===== src/rtl/pwr_cmd_pkg.sv =====
// Shared constants and types for the power register command executor.
package pwr_cmd_pkg;
    localparam logic [7:0] MSG_PWR   = 8'hFF;
    localparam logic [7:0] CODE_OK   = 8'd0;
    localparam logic [7:0] CODE_TYPE = 8'd1;
    localparam logic [7:0] CODE_SUB  = 8'd2;
    localparam logic [7:0] CODE_LEN  = 8'd3;
    localparam logic [7:0] CODE_RNG  = 8'd4;

    typedef enum logic [1:0] {
        OP_WR  = 2'd0,
        OP_RD  = 2'd1,
        OP_RMW = 2'd2
    } op_e;

    typedef enum logic [1:0] {
        ST_IDLE  = 2'd0,
        ST_CHECK = 2'd1,
        ST_EXEC  = 2'd2,
        ST_FIN   = 2'd3
    } state_e;
endpackage


===== src/rtl/cmd_decode.sv =====
// cmd_decode: turns type, sub-id and size into an operation, a register
// count and an error code. Purely combinational.
// Assumes: inputs are the captured command fields, stable during the check state.
module cmd_decode
    import pwr_cmd_pkg::*;
#(
    parameter int MAXN = 5,
    parameter int CW   = 3
) (
    input  logic [7:0]    msg_type,
    input  logic [3:0]    sub_id,
    input  logic [7:0]    size,
    output op_e           op,
    output logic [CW-1:0] cnt,
    output logic [7:0]    code
);
    logic [7:0] third;
    logic [7:0] half;

    assign third = size / 8'd3;
    assign half  = {1'b0, size[7:1]};

    // Validate the command and derive the register count.
    always_comb begin
        op   = OP_WR;
        cnt  = '0;
        code = CODE_OK;
        if (msg_type != MSG_PWR) begin
            code = CODE_TYPE;
        end else begin
            case (sub_id)
                4'd0: begin
                    op  = OP_WR;
                    cnt = third[CW-1:0];
                    if ((third * 8'd3 != size) || third == 8'd0 || third > 8'(MAXN))
                        code = CODE_LEN;
                end
                4'd1: begin
                    op  = OP_RD;
                    cnt = half[CW-1:0];
                    if (size[0] || half == 8'd0 || half > 8'(MAXN))
                        code = CODE_LEN;
                end
                4'd2: begin
                    op  = OP_RMW;
                    cnt = CW'(1);
                    if (size != 8'd4)
                        code = CODE_LEN;
                end
                default: code = CODE_SUB;
            endcase
        end
    end
endmodule


===== src/rtl/addr_screen.sv =====
// addr_screen: flags a command if any of its first cnt addresses lies
// outside the implemented register range.
// Assumes: cnt <= MAXN; unused slots are ignored.
module addr_screen #(
    parameter int MAXN = 5,
    parameter int CW   = 3,
    parameter int NREG = 64
) (
    input  logic [MAXN-1:0][15:0] slot_addr,
    input  logic [CW-1:0]         cnt,
    output logic                  any_bad
);
    logic [MAXN-1:0] bad;

    // One comparator per address slot.
    for (genvar g = 0; g < MAXN; g++) begin : g_slot
        assign bad[g] = (CW'(g) < cnt) && (slot_addr[g] >= 16'(NREG));
    end

    assign any_bad = |bad;
endmodule


===== src/rtl/reg_bank.sv =====
// reg_bank: NREG x 8-bit register file with one asynchronous read port
// and one synchronous write port. Resets every entry to zero.
// Assumes: addresses are already range-checked.
module reg_bank #(
    parameter int NREG = 64,
    parameter int AW   = 6
) (
    input  logic          clk,
    input  logic          rst_n,
    input  logic [AW-1:0] raddr,
    output logic [7:0]    rdata,
    input  logic          we,
    input  logic [AW-1:0] waddr,
    input  logic [7:0]    wdata
);
    logic [7:0] mem [NREG];

    assign rdata = mem[raddr];

    // Clear on reset, otherwise store one byte when enabled.
    always_ff @(posedge clk) begin
        if (!rst_n) begin
            for (int i = 0; i < NREG; i++) mem[i] <= '0;
        end else if (we) begin
            mem[waddr] <= wdata;
        end
    end
endmodule


===== src/rtl/pwr_cmd_engine.sv =====
// pwr_cmd_engine: mailbox command executor for a bank of 8-bit power
// registers. It captures a command on the doorbell, validates it for one
// cycle, touches one register per cycle, then pulses done.
// Assumes: wbuf and the command fields are valid during the doorbell cycle.
module pwr_cmd_engine
    import pwr_cmd_pkg::*;
#(
    parameter int NREG = 64,
    parameter int MAXN = 5,
    parameter int BUFB = 16,
    localparam int BW  = $clog2(BUFB)
) (
    input  logic              clk,
    input  logic              rst_n,
    input  logic              db_valid,
    input  logic [7:0]        db_type,
    input  logic [3:0]        db_sub,
    input  logic [7:0]        db_size,
    input  logic [8*BUFB-1:0] wbuf,
    output logic              busy,
    output logic              done,
    output logic              err,
    output logic [7:0]        err_code,
    output logic              rb_we,
    output logic [BW-1:0]     rb_idx,
    output logic [7:0]        rb_byte
);
    localparam int AW = $clog2(NREG);
    localparam int CW = $clog2(MAXN + 1);

    state_e                 state;
    logic [7:0]             cap [BUFB];
    logic [7:0]             c_type;
    logic [3:0]             c_sub;
    logic [7:0]             c_size;
    logic [CW-1:0]          idx;
    logic [MAXN-1:0][15:0]  slot_addr;
    op_e                    op;
    logic [CW-1:0]          cnt;
    logic [7:0]             dec_code;
    logic                   range_bad;
    logic                   accept;
    logic                   last;
    logic [AW-1:0]          cur_addr;
    logic [7:0]             rdata;
    logic                   bank_we;
    logic [7:0]             wdata;
    logic [BW-1:0]          dsel;

    assign accept = db_valid && (state == ST_IDLE);
    assign busy   = (state != ST_IDLE);
    assign done   = (state == ST_FIN);

    // Address list: pair 2g (low) and 2g+1 (high) of the captured buffer.
    for (genvar g = 0; g < MAXN; g++) begin : g_addr
        assign slot_addr[g] = {cap[2*g+1], cap[2*g]};
    end

    cmd_decode #(.MAXN(MAXN), .CW(CW)) u_dec (
        .msg_type (c_type),
        .sub_id   (c_sub),
        .size     (c_size),
        .op       (op),
        .cnt      (cnt),
        .code     (dec_code)
    );

    addr_screen #(.MAXN(MAXN), .CW(CW), .NREG(NREG)) u_scr (
        .slot_addr (slot_addr),
        .cnt       (cnt),
        .any_bad   (range_bad)
    );

    assign cur_addr = slot_addr[idx][AW-1:0];
    assign last     = (idx + CW'(1)) == cnt;
    assign dsel     = BW'({cnt, 1'b0}) + BW'(idx);

    // Per-cycle access: choose the write value and the read-buffer strobe.
    always_comb begin
        bank_we = 1'b0;
        wdata   = cap[dsel];
        rb_we   = 1'b0;
        rb_idx  = BW'(idx);
        rb_byte = rdata;
        if (state == ST_EXEC) begin
            case (op)
                OP_RD:   rb_we = 1'b1;
                OP_RMW: begin
                    bank_we = 1'b1;
                    wdata   = (rdata & ~cap[3]) | (cap[2] & cap[3]);
                end
                default: bank_we = 1'b1;
            endcase
        end
    end

    reg_bank #(.NREG(NREG), .AW(AW)) u_bank (
        .clk   (clk),
        .rst_n (rst_n),
        .raddr (cur_addr),
        .rdata (rdata),
        .we    (bank_we),
        .waddr (cur_addr),
        .wdata (wdata)
    );

    // Capture the command fields and buffer snapshot on an accepted doorbell.
    always_ff @(posedge clk) begin
        if (!rst_n) begin
            c_type <= '0;
            c_sub  <= '0;
            c_size <= '0;
            for (int i = 0; i < BUFB; i++) cap[i] <= '0;
        end else if (accept) begin
            c_type <= db_type;
            c_sub  <= db_sub;
            c_size <= db_size;
            for (int i = 0; i < BUFB; i++) cap[i] <= wbuf[8*i +: 8];
        end
    end

    // Sequencer: idle, check, one register per cycle, completion.
    always_ff @(posedge clk) begin
        if (!rst_n) begin
            state    <= ST_IDLE;
            idx      <= '0;
            err      <= 1'b0;
            err_code <= CODE_OK;
        end else begin
            case (state)
                ST_IDLE: if (accept) begin
                    state    <= ST_CHECK;
                    err      <= 1'b0;
                    err_code <= CODE_OK;
                end
                ST_CHECK: begin
                    idx <= '0;
                    if (dec_code != CODE_OK) begin
                        err      <= 1'b1;
                        err_code <= dec_code;
                        state    <= ST_FIN;
                    end else if (range_bad) begin
                        err      <= 1'b1;
                        err_code <= CODE_RNG;
                        state    <= ST_FIN;
                    end else begin
                        state <= ST_EXEC;
                    end
                end
                ST_EXEC: begin
                    idx <= idx + CW'(1);
                    if (last) state <= ST_FIN;
                end
                default: state <= ST_IDLE;
            endcase
        end
    end
endmodule


===== config.mk =====
export PLATFORM = sky130hd
export DESIGN_NAME = pwr_cmd_engine
export DESIGN_NICKNAME = d
export VERILOG_FILES = /design/src/rtl/pwr_cmd_pkg.sv /design/src/rtl/cmd_decode.sv /design/src/rtl/addr_screen.sv /design/src/rtl/reg_bank.sv /design/src/rtl/pwr_cmd_engine.sv
export SDC_FILE = /design/constraint.sdc
export NUM_CORES = 1
export LEC_CHECK = 0
export ABC_AREA = 1
export BUFFER_PORTS_ARGS = -buffer_cell sky130_fd_sc_hd__buf_4
export CAP_MARGIN = 20
export CORE_MARGIN = 4
export CORE_UTILIZATION = 40
export DETAILED_ROUTE_END_ITERATION = 12
export GPL_ROUTABILITY_DRIVEN = 0
export HOLD_SLACK_MARGIN = 0.15
export SLEW_MARGIN = 20
export SYNTH_ARGS = -nofsm -noshare
export SYNTH_HDL_FRONTEND = slang
export SYNTH_SLANG_ARGS = --single-unit
export TNS_END_PERCENT = 100

===== constraint.sdc =====
create_clock -name clk -period 8.05 [get_ports clk]
set_input_delay 1.61 -clock clk [delete_from_list [all_inputs] [get_ports clk]]
set_output_delay 1.61 -clock clk [all_outputs]
set_load 0.03 [all_outputs]

**Word level (Yosys, flattened, before mapping)**

Memories as Yosys holds them, arrays and structs flattened.
Index checks and enable logic that the tools add are counted.
W data, S select, Z words.

- Memory bits (writable): 640
- Bits in registers: 34
- Word-level logic and storage cells: 139
- Memories: 2

- Mux-type cells: 57
- Add/subtract/negate cells: 2
- $lt $le $gt $ge: 13
- Multiply operators: 1
- Bitwise logic cells: 20
- Divide/modulo/power cells: 1
- Reduce and logical (&&, ||, !) cells: 22
- Eq/ne operators: 14

Memories:

| name | depth | width | rd ports | clocked after Yosys merged registers in | wr ports | RTL line | source |
|---|---|---|---|---|---|---|---|
| u_bank.mem | 64 | 8 | 1 | 0 | 64 | reg_bank.sv:16 | `logic [7:0] mem [NREG];` |
| cap | 16 | 8 | 11 | 0 | 16 | pwr_cmd_engine.sv:32 | `logic [7:0] cap [BUFB];` |

Operators by type and width:

| operator | count |
|---|---|
| $mux W8 | 23 |
| $ge A16 B7 Y1 const B | 5 |
| $bmux W16 S3 | 1 |
| $pmux W8 S3 | 1 |
| $mux W1 | 17 |
| $and A8 B8 Y8 | 2 |
| $logic_not A8 Y1 | 2 |
| $or A1 B1 Y1 | 16 |
| $pmux W8 S2 | 1 |
| $mux W2 | 6 |
| $mux W6 | 2 |
| $pmux W3 S3 | 1 |
| $div A8 B2 Y8 const B | 1 |
| $gt A8 B3 Y1 const B | 1 |
| $mul A8 B2 Y8 const B | 1 |
| $ne A8 B3 Y1 const B | 1 |
| $ne A8 B8 Y1 | 1 |
| $ne A8 B8 Y1 const B | 1 |
| $not A8 Y8 | 1 |
| $or A8 B8 Y8 | 1 |
| $reduce_bool A8 Y1 | 1 |
| $reduce_or A8 Y1 | 1 |
| $gt A7 B3 Y1 const B | 1 |
| $eq A2 B2 Y1 const B | 3 |
| 25 further kinds | 39 |

**Depth between registers and ports, before layout**

Gate-level depths: netlist of run 1.

- Depth after elaboration: 11
- Mapped depth: 39

**Hierarchy**

A second synthesis of run 1 with hierarchy kept.

- Cells, all modules: 3643
- Area, all modules: 32874.0 um2

Modules (own cells, without submodules):

| module | sequential area each (um2) | cells an instance | times used | area each (um2) |
|---|---|---|---|---|
| reg_bank | 15374.7 | 2448 | 1 | 23598.9 |
| pwr_cmd_engine | 4524.3 | 968 | 1 | 8034.0 |
| cmd_decode | 0.0 | 175 | 1 | 1023.5 |
| addr_screen | 0.0 | 52 | 1 | 217.7 |

**Least setup slack after synthesis of run 1**

Ideal clock, no wire load.

- Kind: input port to flip-flop
- From: in db_valid
- To: mem cap[0][0] (enable)
- Setup time: 0.540 ns
- Path slack: 1.990 ns
- Required time: 7.510 ns
- Buffers on the path: 1
- Arrival: 5.520 ns
- Stages on the path: 3
- Cells stage by stage: nand2_1 -> nand2_1 -> clkbuf_1

RTL lines:

| element | RTL line | source |
|---|---|---|
| start, declared | pwr_cmd_engine.sv:15 | `input logic db_valid,` |
| end, declared | pwr_cmd_engine.sv:32 |  |

**Worst setup path in the final report of run 1**

- From: reg idx[0]
- To: out rb_byte[2]

- Cells in the longest elaborated chain, start to end: 3

RTL lines:

| element | RTL line | source |
|---|---|---|
| start, declared | pwr_cmd_engine.sv:36 | `logic [CW-1:0] idx;` |
| start signal, assigned | pwr_cmd_engine.sv:151 | `idx <= idx + CW'(1);` |
| $bmux W16 S3 | pwr_cmd_engine.sv:74 | `assign cur_addr = slot_addr[idx][AW-1:0];` |
| $mux W6 (not written as such) | pwr_cmd_engine.sv:74 |  |
| $mem_v2 Z64 W8 | -- |  |
| end, declared | pwr_cmd_engine.sv:26 | `output logic [7:0] rb_byte` |

No other way between the ends. The select of a mux whose other input is x is not followed.

==> results of run 1 <==
## metal layers
layer	GRT usage, %	wire length (um)
met1	30.3	38600
met4	7.65	3000
met3	3.15	6580
met5	0	0
met2	34.6	42200
## synthesized netlist by cell type, types with 7 or more instances
master    number  area (um2)
nor2_1       675        2530
edfxtp_1     640       19200
nand2_1      621        2330
inv_1        221         830
o21ai_0       84         420
nand3_1       81         405
a21oi_1       62         310
clkbuf_1      55         206
nand4_1       55         344
a221oi_1      53         464
a22oi_1       46         345
a22o_1        40         350
buf_2         40         200
buf_6         38         428
buf_4         29         218
dfxtp_1       29         581
ha_1          18         225
nor2_2        17         106
o21ai_1       16        80.1
nand3_2       14         140
o211ai_1      14         105
inv_2         13        48.8
nor3_1        12        60.1
o22ai_1       12        75.1
nor4_1        10        62.6
xor2_1        10        87.6
a221oi_2       8         120
nand2_2        7        43.8
## power by group
part | internal [W] | switching [W]
clock | 0.00184 | 0.00139
sequential | 0.00411 | 0.000133
combinational | 0.000681 | 0.00200
total | 0.00663 | 0.00352
## stage by stage
| step | worst slack (ns) | instances | hold slack [ns] | util, % | total power, W |
|---|---|---|---|---|---|
| floorplan | 1.99 | 2982 | 0.445 | - | 0.00604 |
| global placement | 1.68 | 4056 | 0.456 | 42.9 | 0.00695 |
| detailed placement | 1.56 | 4056 | 0.458 | 42.9 | 0.00697 |
| CTS | 1.16 | 4189 | 0.467 | 45.9 | 0.0102 |
| global route | 0.559 | 4189 | 0.481 | 45.9 | 0.0106 |
| finish | 0.629 | 4189 | 0.464 | 45.9 | 0.0102 |
## sequential cells by signal, summed over array words and instances, names as in the netlist, 2 cells and up
signal / cells
u_bank.mem: 512
c_type: 8
state: 2
c_size: 8
idx: 3
err_code: 3
cap: 128
c_sub: 4
## worst min-delay path, stage by stage, from the launching register on
cell	delay [ns]
dfxtp_1	0.30
nand2_1	0.06
a21oi_1	0.05
## cell type report
cell class,count,area (um2)
clock buffer,86,1920
clock inverter,47,363
fill,7145,41200
inverter,240,913
multi-input combinational,1906,9100
sequential,669,19800
tap,1030,1290
timing repair buffer,211,1610
## cells by family (layout without fill, tap and decap cells)
family,Yosys count,in the layout,share of synthesized area [%]
and+or+nand+nor,1502,1502,19.8
buffers and inverters,407,584,6.43
other,1,6,0.0122
xor gates and xnor gates,12,12,0.341
AOI/OAI and AO/OA,366,366,8.38
DFF,669,669,64.2
adders and majority gates,20,20,0.860
## path summary, 6_finish.rpt
check                                             from                               to  slack [ns]  cells after the start
worst max register to register  c_size[6]$_SDFFE_PN0P_  u_bank.mem[20][3]$_SDFFCE_PN0P_        1.42                     33
worst min-delay path             c_sub[2]$_SDFFE_PN0P_            c_sub[2]$_SDFFE_PN0P_        0.46                      2
worst max-delay path               idx[0]$_SDFFE_PN0P_                       rb_byte[2]        0.63                     15
worst min register to register   c_sub[2]$_SDFFE_PN0P_            c_sub[2]$_SDFFE_PN0P_        0.46                      2
==> metrics.log, run 1 <==
[metrics] final setup TNS: 0 ns
[metrics] critical path startpoint category: flop
[metrics] number of maximum-capacitance constraint violations: 0
[metrics] vias after detailed routing: 22400
[metrics] most used cell along the critical path: buf_4
[metrics] Slowest cell on crit path: clkinv_2
[metrics] number of buffers inserted by port buffering: 168
[metrics] total power divided by cell area: 290 nW/um2
[metrics] die height: 286 um
[metrics] Critical Path RT: 6.44 ns
[metrics] Bufs and invs on worst path: 5
[metrics] highest-count cells in the layout ignoring fill and taps: 673 x nor2_1, 640 x edfxtp_1, 619 x nand2_1
[metrics] width of the chip: 286 um
[metrics] clock net sink count: 669
[metrics] library cell used as clock root buffer: clkbuf_16
[metrics] first-pass GRT wire length: 136000 um
[metrics] clock-pin transition on the worst setup and hold timing paths: 0.06 ns
[metrics] antenna fix cells: 0
[metrics] detailed-route wire length: 90400 um
[metrics] TritonCTS clock tree: done
[metrics] Max Buffers Root-to-Sink: 3
[metrics] instance area after placement: 32700 um2
[metrics] core area: 76200 um2
[metrics] worst-case headroom to the max-slew limit: 22.1%
[metrics] cells along the critical path: buf_4 > nand2_1 > nand3_1 > nand3_2 > o21ai_4 > inv_2 > nand3_2 > clkinv_2 > buf_4 > a221oi_2 > nand4_1 > a22o_1 > nor2_1 > nand3b_1 > buf_4
[metrics] proportion of synthesized chip area in sequential cells: 64.2%
[metrics] full die area: 81600 um2
[metrics] DRC marker count from the first detailed-route iteration: 2685
[metrics] share of layout cells above drive strength 1: 12.4%
[metrics] Post-Synthesis Mean Instance Area: 10.4 um2
[metrics] outcome: complete, no violations
[metrics] I/O pins: 175
[metrics] initial antenna violation count: 0
[metrics] worst IR drop on VDD: 175 uV
[metrics] largest net degree at the start of global routing: 81
[metrics] Routed Antenna Nets: 0
[metrics] proportion of synthesized flip-flops having asynchronous set or reset: 0%
[metrics] arrival time reported for the critical path endpoint: 5.81 ns
[metrics] leading cell type in the layout, fill and taps excluded: nor2_1
[metrics] Tightest Pin Transition: 1.16 ns
[metrics] setup clock skew after layout: 0.0267 ns
[metrics] clock latency at the later pin of the worst-skew pair: 0.63 ns
[metrics] Period minus WS final: 7.42 ns
[metrics] Critical Path Max Stage Delay: 0.82 ns
[metrics] setup repair after global routing missed its margin: no
[metrics] num rows: 101
[metrics] Worst Path Max Fanout: 50
[metrics] Detailed Routing Iterations Pass 1: 9
[metrics] number of buffers inserted for hold repair after clock tree synthesis: 0
[metrics] post-detailed-route wirelength per cell: 21.6 um
[metrics] number of global-route vias before repair: 21900
[metrics] setup fix buffers added after clock tree synthesis: 0
[metrics] Syn Std Cell Area: 30800 um2
[metrics] number of distinct library cell variants in the gate-level netlist after synthesis: 53
[metrics] number of enable-type register cells in the synthesized netlist: 640
[metrics] count of final max-slew check failures: 0
[metrics] total count of hold-check failures in the final report: 0
[metrics] H-tree depth: 3
[metrics] gr ovfl total: 0
[metrics] HP Class: reg -> reg
[metrics] maximum achievable frequency: 135 MHz
[metrics] flop and latch count out of synthesis: 669
[metrics] post-detail-place hpwl: 59100 um
[metrics] Total GRT Usage: 21.6%
[metrics] P&R area growth vs syn: 13.5%
[metrics] Top FF cell, synth: edfxtp_1
[metrics] initial core utilization: 40.5%
[metrics] total CTS buffers: 73
[metrics] number of gates given a new drive strength after cts: 0
[metrics] leakage power: 13.6 nW
[metrics] number of remaining DRC errors: 0
[metrics] type of the worst setup path: reg -> out
[metrics] via density per instance: 5.36
[metrics] count of yosys warnings during synthesis: 0
[metrics] final design instance area without fill: 35000 um2
[metrics] cell family with most CP delay: buffers and inverters
[metrics] critical path capture point type: primary output
[metrics] fraction of the cycle the final worst path needs: 92.2%
[metrics] final setup fails: 0
[metrics] Nets: 3272
[metrics] Gate Count Post-Synth: 2977
No activity file was read; power rests on OpenSTA's default activity.
==> run 2, diff against run 1 <==
--- a/config.mk
+++ b/config.mk
@@ -9,7 +9,7 @@
 export BUFFER_PORTS_ARGS = -buffer_cell sky130_fd_sc_hd__buf_4
 export CAP_MARGIN = 20
 export CORE_MARGIN = 4
-export CORE_UTILIZATION = 40
+export CORE_UTILIZATION = 37
 export DETAILED_ROUTE_END_ITERATION = 12
 export GPL_ROUTABILITY_DRIVEN = 0
 export HOLD_SLACK_MARGIN = 0.15
==> run 2 against run 1 <==
Wire length is 1.9% higher; sequential share of layout area is 0.12 points lower; worst hold slack better by 0.0051 ns; via count is 1.1% higher; design area is 0.21% higher; clock skew is 0.0029 ns higher; combinational power is 1% higher; global-route usage is 1.4 points lower; largest cell class unchanged.
==> metrics.log, run 2 (same netlist as run 1, synthesis figures left out) <==
[metrics] gr ovfl total: 0 (unchanged)
[metrics] via density per instance: 5.35 (was 5.36)
[metrics] outcome: complete, no violations (unchanged)
[metrics] total count of hold-check failures in the final report: 0 (unchanged)
[metrics] Reg area: 19800 um2 (unchanged)
[metrics] registers with the highest flip-flop counts: u_bank.mem: 512 flops, cap: 128 flops (unchanged)
[metrics] num rows: 105 (was 101)
[metrics] number of remaining DRC errors: 0 (unchanged)
[metrics] Tightest Pin Transition: 1.08 ns (was 1.16 ns)
[metrics] register ranked first by flip-flop count: u_bank.mem (unchanged)
[metrics] Routed Antenna Nets: 0 (unchanged)
[metrics] Nets: 3281 (was 3272)
[metrics] final setup fails: 0 (unchanged)
[metrics] P&R area growth vs syn: 13.7% (was 13.5%)
[metrics] leading cell type in the layout, fill and taps excluded: nor2_1 (unchanged)
[metrics] post-placement worst setup slack: 1.83 ns (was 1.56 ns)
[metrics] clock net sink count: 669 (unchanged)
[metrics] total CTS buffers: 73 (unchanged)
[metrics] leakage power: 13.6 nW (about the same)
[metrics] H-tree depth: 3 (unchanged)
[metrics] number of maximum-capacitance constraint violations: 0 (unchanged)
[metrics] Critical Path RT: 6.44 ns (about the same)
[metrics] Period minus WS final: 6.59 ns (was 7.42 ns)
[metrics] setup fix buffers added after clock tree synthesis: 0 (unchanged)
[metrics] origin of the worst min-delay path: c_type[3]$_SDFFE_PN0P_ (was c_sub[2]$_SDFFE_PN0P_)
[metrics] DRC marker count from the first detailed-route iteration: 2351 (was 2685)
[metrics] type of the worst setup path: reg -> out (unchanged)
[metrics] total power divided by cell area: 289 nW/um2 (was 290 nW/um2)
[metrics] Multi-input gate area: 9100 um2 (about the same)
[metrics] number of buffers inserted for hold repair after clock tree synthesis: 0 (unchanged)
[metrics] critical path capture point type: primary output (unchanged)
[metrics] full die area: 88100 um2 (was 81600 um2)
[metrics] clock latency at the later pin of the worst-skew pair: 0.63 ns (about the same)
[metrics] setup clock skew after layout: 0.0296 ns (was 0.0267 ns)
[metrics] Worst Path Max Fanout: 27 (was 50)
[metrics] number of flip-flops under the largest register name: 512 (unchanged)
[metrics] HP Class: reg -> reg (unchanged)
[metrics] initial core utilization: 37.4% (was 40.5%)
[metrics] die height: 297 um (was 286 um)
[metrics] fraction of the cycle the final worst path needs: 81.9% (was 92.2%)
[metrics] number of global-route vias before repair: 22100 (was 21900)
[metrics] library cell used as clock root buffer: clkbuf_16 (unchanged)
[metrics] share of layout cells above drive strength 1: 12.5% (was 12.4%)
[metrics] TritonCTS clock tree: done (unchanged)
[metrics] number of gates given a new drive strength after cts: 0 (unchanged)
[metrics] clock-pin transition on the worst setup and hold timing paths: 0.06 ns (about the same)
[metrics] maximum achievable frequency: 152 MHz (was 135 MHz)
[metrics] width of the chip: 297 um (was 286 um)
[metrics] arrival time reported for the critical path endpoint: 4.98 ns (was 5.81 ns)
[metrics] origin of the critical flop-to-flop path: c_size[6]$_SDFFE_PN0P_ (unchanged)
[metrics] layout filler cell count: 7792 (was 7145)
[metrics] post-detail-place hpwl: 60700 um (was 59100 um)
[metrics] Detailed Routing Iterations Pass 1: 6 (was 9)
[metrics] first-pass GRT wire length: 138000 um (was 136000 um)
[metrics] worst IR drop on VDD: 169 uV (was 175 uV)
[metrics] setup repair after global routing missed its margin: no (unchanged)
[metrics] number of buffers inserted by port buffering: 168 (unchanged)
[metrics] vias after detailed routing: 22700 (was 22400)
[metrics] antenna fix cells: 0 (unchanged)
[metrics] highest-count cells in the layout ignoring fill and taps: 675 x nor2_1, 640 x edfxtp_1, 619 x nand2_1 (was 673 x nor2_1, 640 x edfxtp_1, 619 x nand2_1)
[metrics] worst-case headroom to the max-slew limit: 27.8% (was 22.1%)
[metrics] largest net degree at the start of global routing: 84 (was 81)
[metrics] Total GRT Usage: 20.3% (was 21.6%)
[metrics] startpoint of the worst setup timing path: idx[2]$_SDFFE_PN0P_ (was idx[0]$_SDFFE_PN0P_)
[metrics] final setup TNS: 0 ns (unchanged)
[metrics] detailed-route wire length: 92100 um (was 90400 um)
[metrics] Max Buffers Root-to-Sink: 3 (unchanged)
[metrics] Worst Slack Setup Final: 1.46 ns (was 0.629 ns)
[metrics] core area: 82400 um2 (was 76200 um2)
[metrics] critical path startpoint category: flop (unchanged)
[metrics] count of final max-slew check failures: 0 (unchanged)
[metrics] I/O pins: 175 (unchanged)
[metrics] initial antenna violation count: 1 (was 0)
[metrics] post-detailed-route wirelength per cell: 21.7 um (was 21.6 um)
==> run 2: cell count changes in the layout (fill, tap and decap cells not counted), moves of 3 or more <==
cell	previous run	this run
clkinv_1	20	15
clkbuf_1	11	21
buf_4	209	218
clkinv_2	20	12
clkinv_4	0	3
==> run 2: final timing paths <==
kind | to | slack (ns) | cells past startpoint
max reg2reg | u_bank.mem[9][2]$_SDFFCE_PN0P_ | 1.76 | 32
min | c_type[3]$_SDFFE_PN0P_ | 0.47 | 2
min reg2reg | c_type[3]$_SDFFE_PN0P_ | 0.47 | 2
max | rb_byte[5] | 1.46 | 15
==> run 2: layout make-up <==
type	count	share of cell area, %
Sequential cell	669	56.5
Inverter	240	2.60
Clock buffer	97	5.58
Multi-Input combinational cell	1906	25.9
Clock inverter	37	0.806
Tap cell	1070	3.82
Timing Repair Buffer	220	4.78
==> run 2: routing by layer <==
layer	up-vias	wire (um)	share of wire (%)	GRT usage, %
met1	11000	38300	42	27.3
met2	1068	43500	47	33.4
li1	10500	-	-	-
met4	2	3060	3.3	7.08
met3	194	7270	7.9	3.24
met5	-	16	0.017	0
==> run 2: critical path, stage by stage, from the launching register on <==
cell      delay, ns
dfxtp_1        0.67
nand2_1        0.35
o21ai_4        0.42
inv_4          0.09
nand3_2        0.34
inv_2          0.28
buf_4          0.36
nand2_1        0.13
nand2_1        0.06
a221oi_1       0.42
nand4_1        0.21
nand2_1        0.20
nand2_1        0.07
inv_1          0.05
nand4_1        0.35
buf_4          0.32
==> run 2: through the flow <==
stage / utilization [%] / cells / hold slack [ns] / instance area [um2] / total power [W]
after floorplan: - / 2982 / 0.445 / 30900 / 0.00604
after global placement: 39.9 / 4105 / 0.456 / 32800 / 0.00699
after detailed placement: 39.9 / 4105 / 0.457 / 32800 / 0.00700
after CTS: 42.6 / 4239 / 0.466 / 35100 / 0.0102
after global routing: 42.6 / 4239 / 0.475 / 35100 / 0.0105
final: 42.6 / 4239 / 0.469 / 35100 / 0.0101
==> run 2: power by group <==
| part | internal [W] | switching [W] | total [W] | leakage (nW) |
|---|---|---|---|---|
| Clock | 0.00179 | 0.00140 | 0.00319 | 1.09 |
| Combinational | 0.000687 | 0.00203 | 0.00272 | 5.66 |
| Sequential | 0.00411 | 0.000130 | 0.00424 | 6.89 |
| Total | 0.00658 | 0.00355 | 0.0101 | 13.6 |
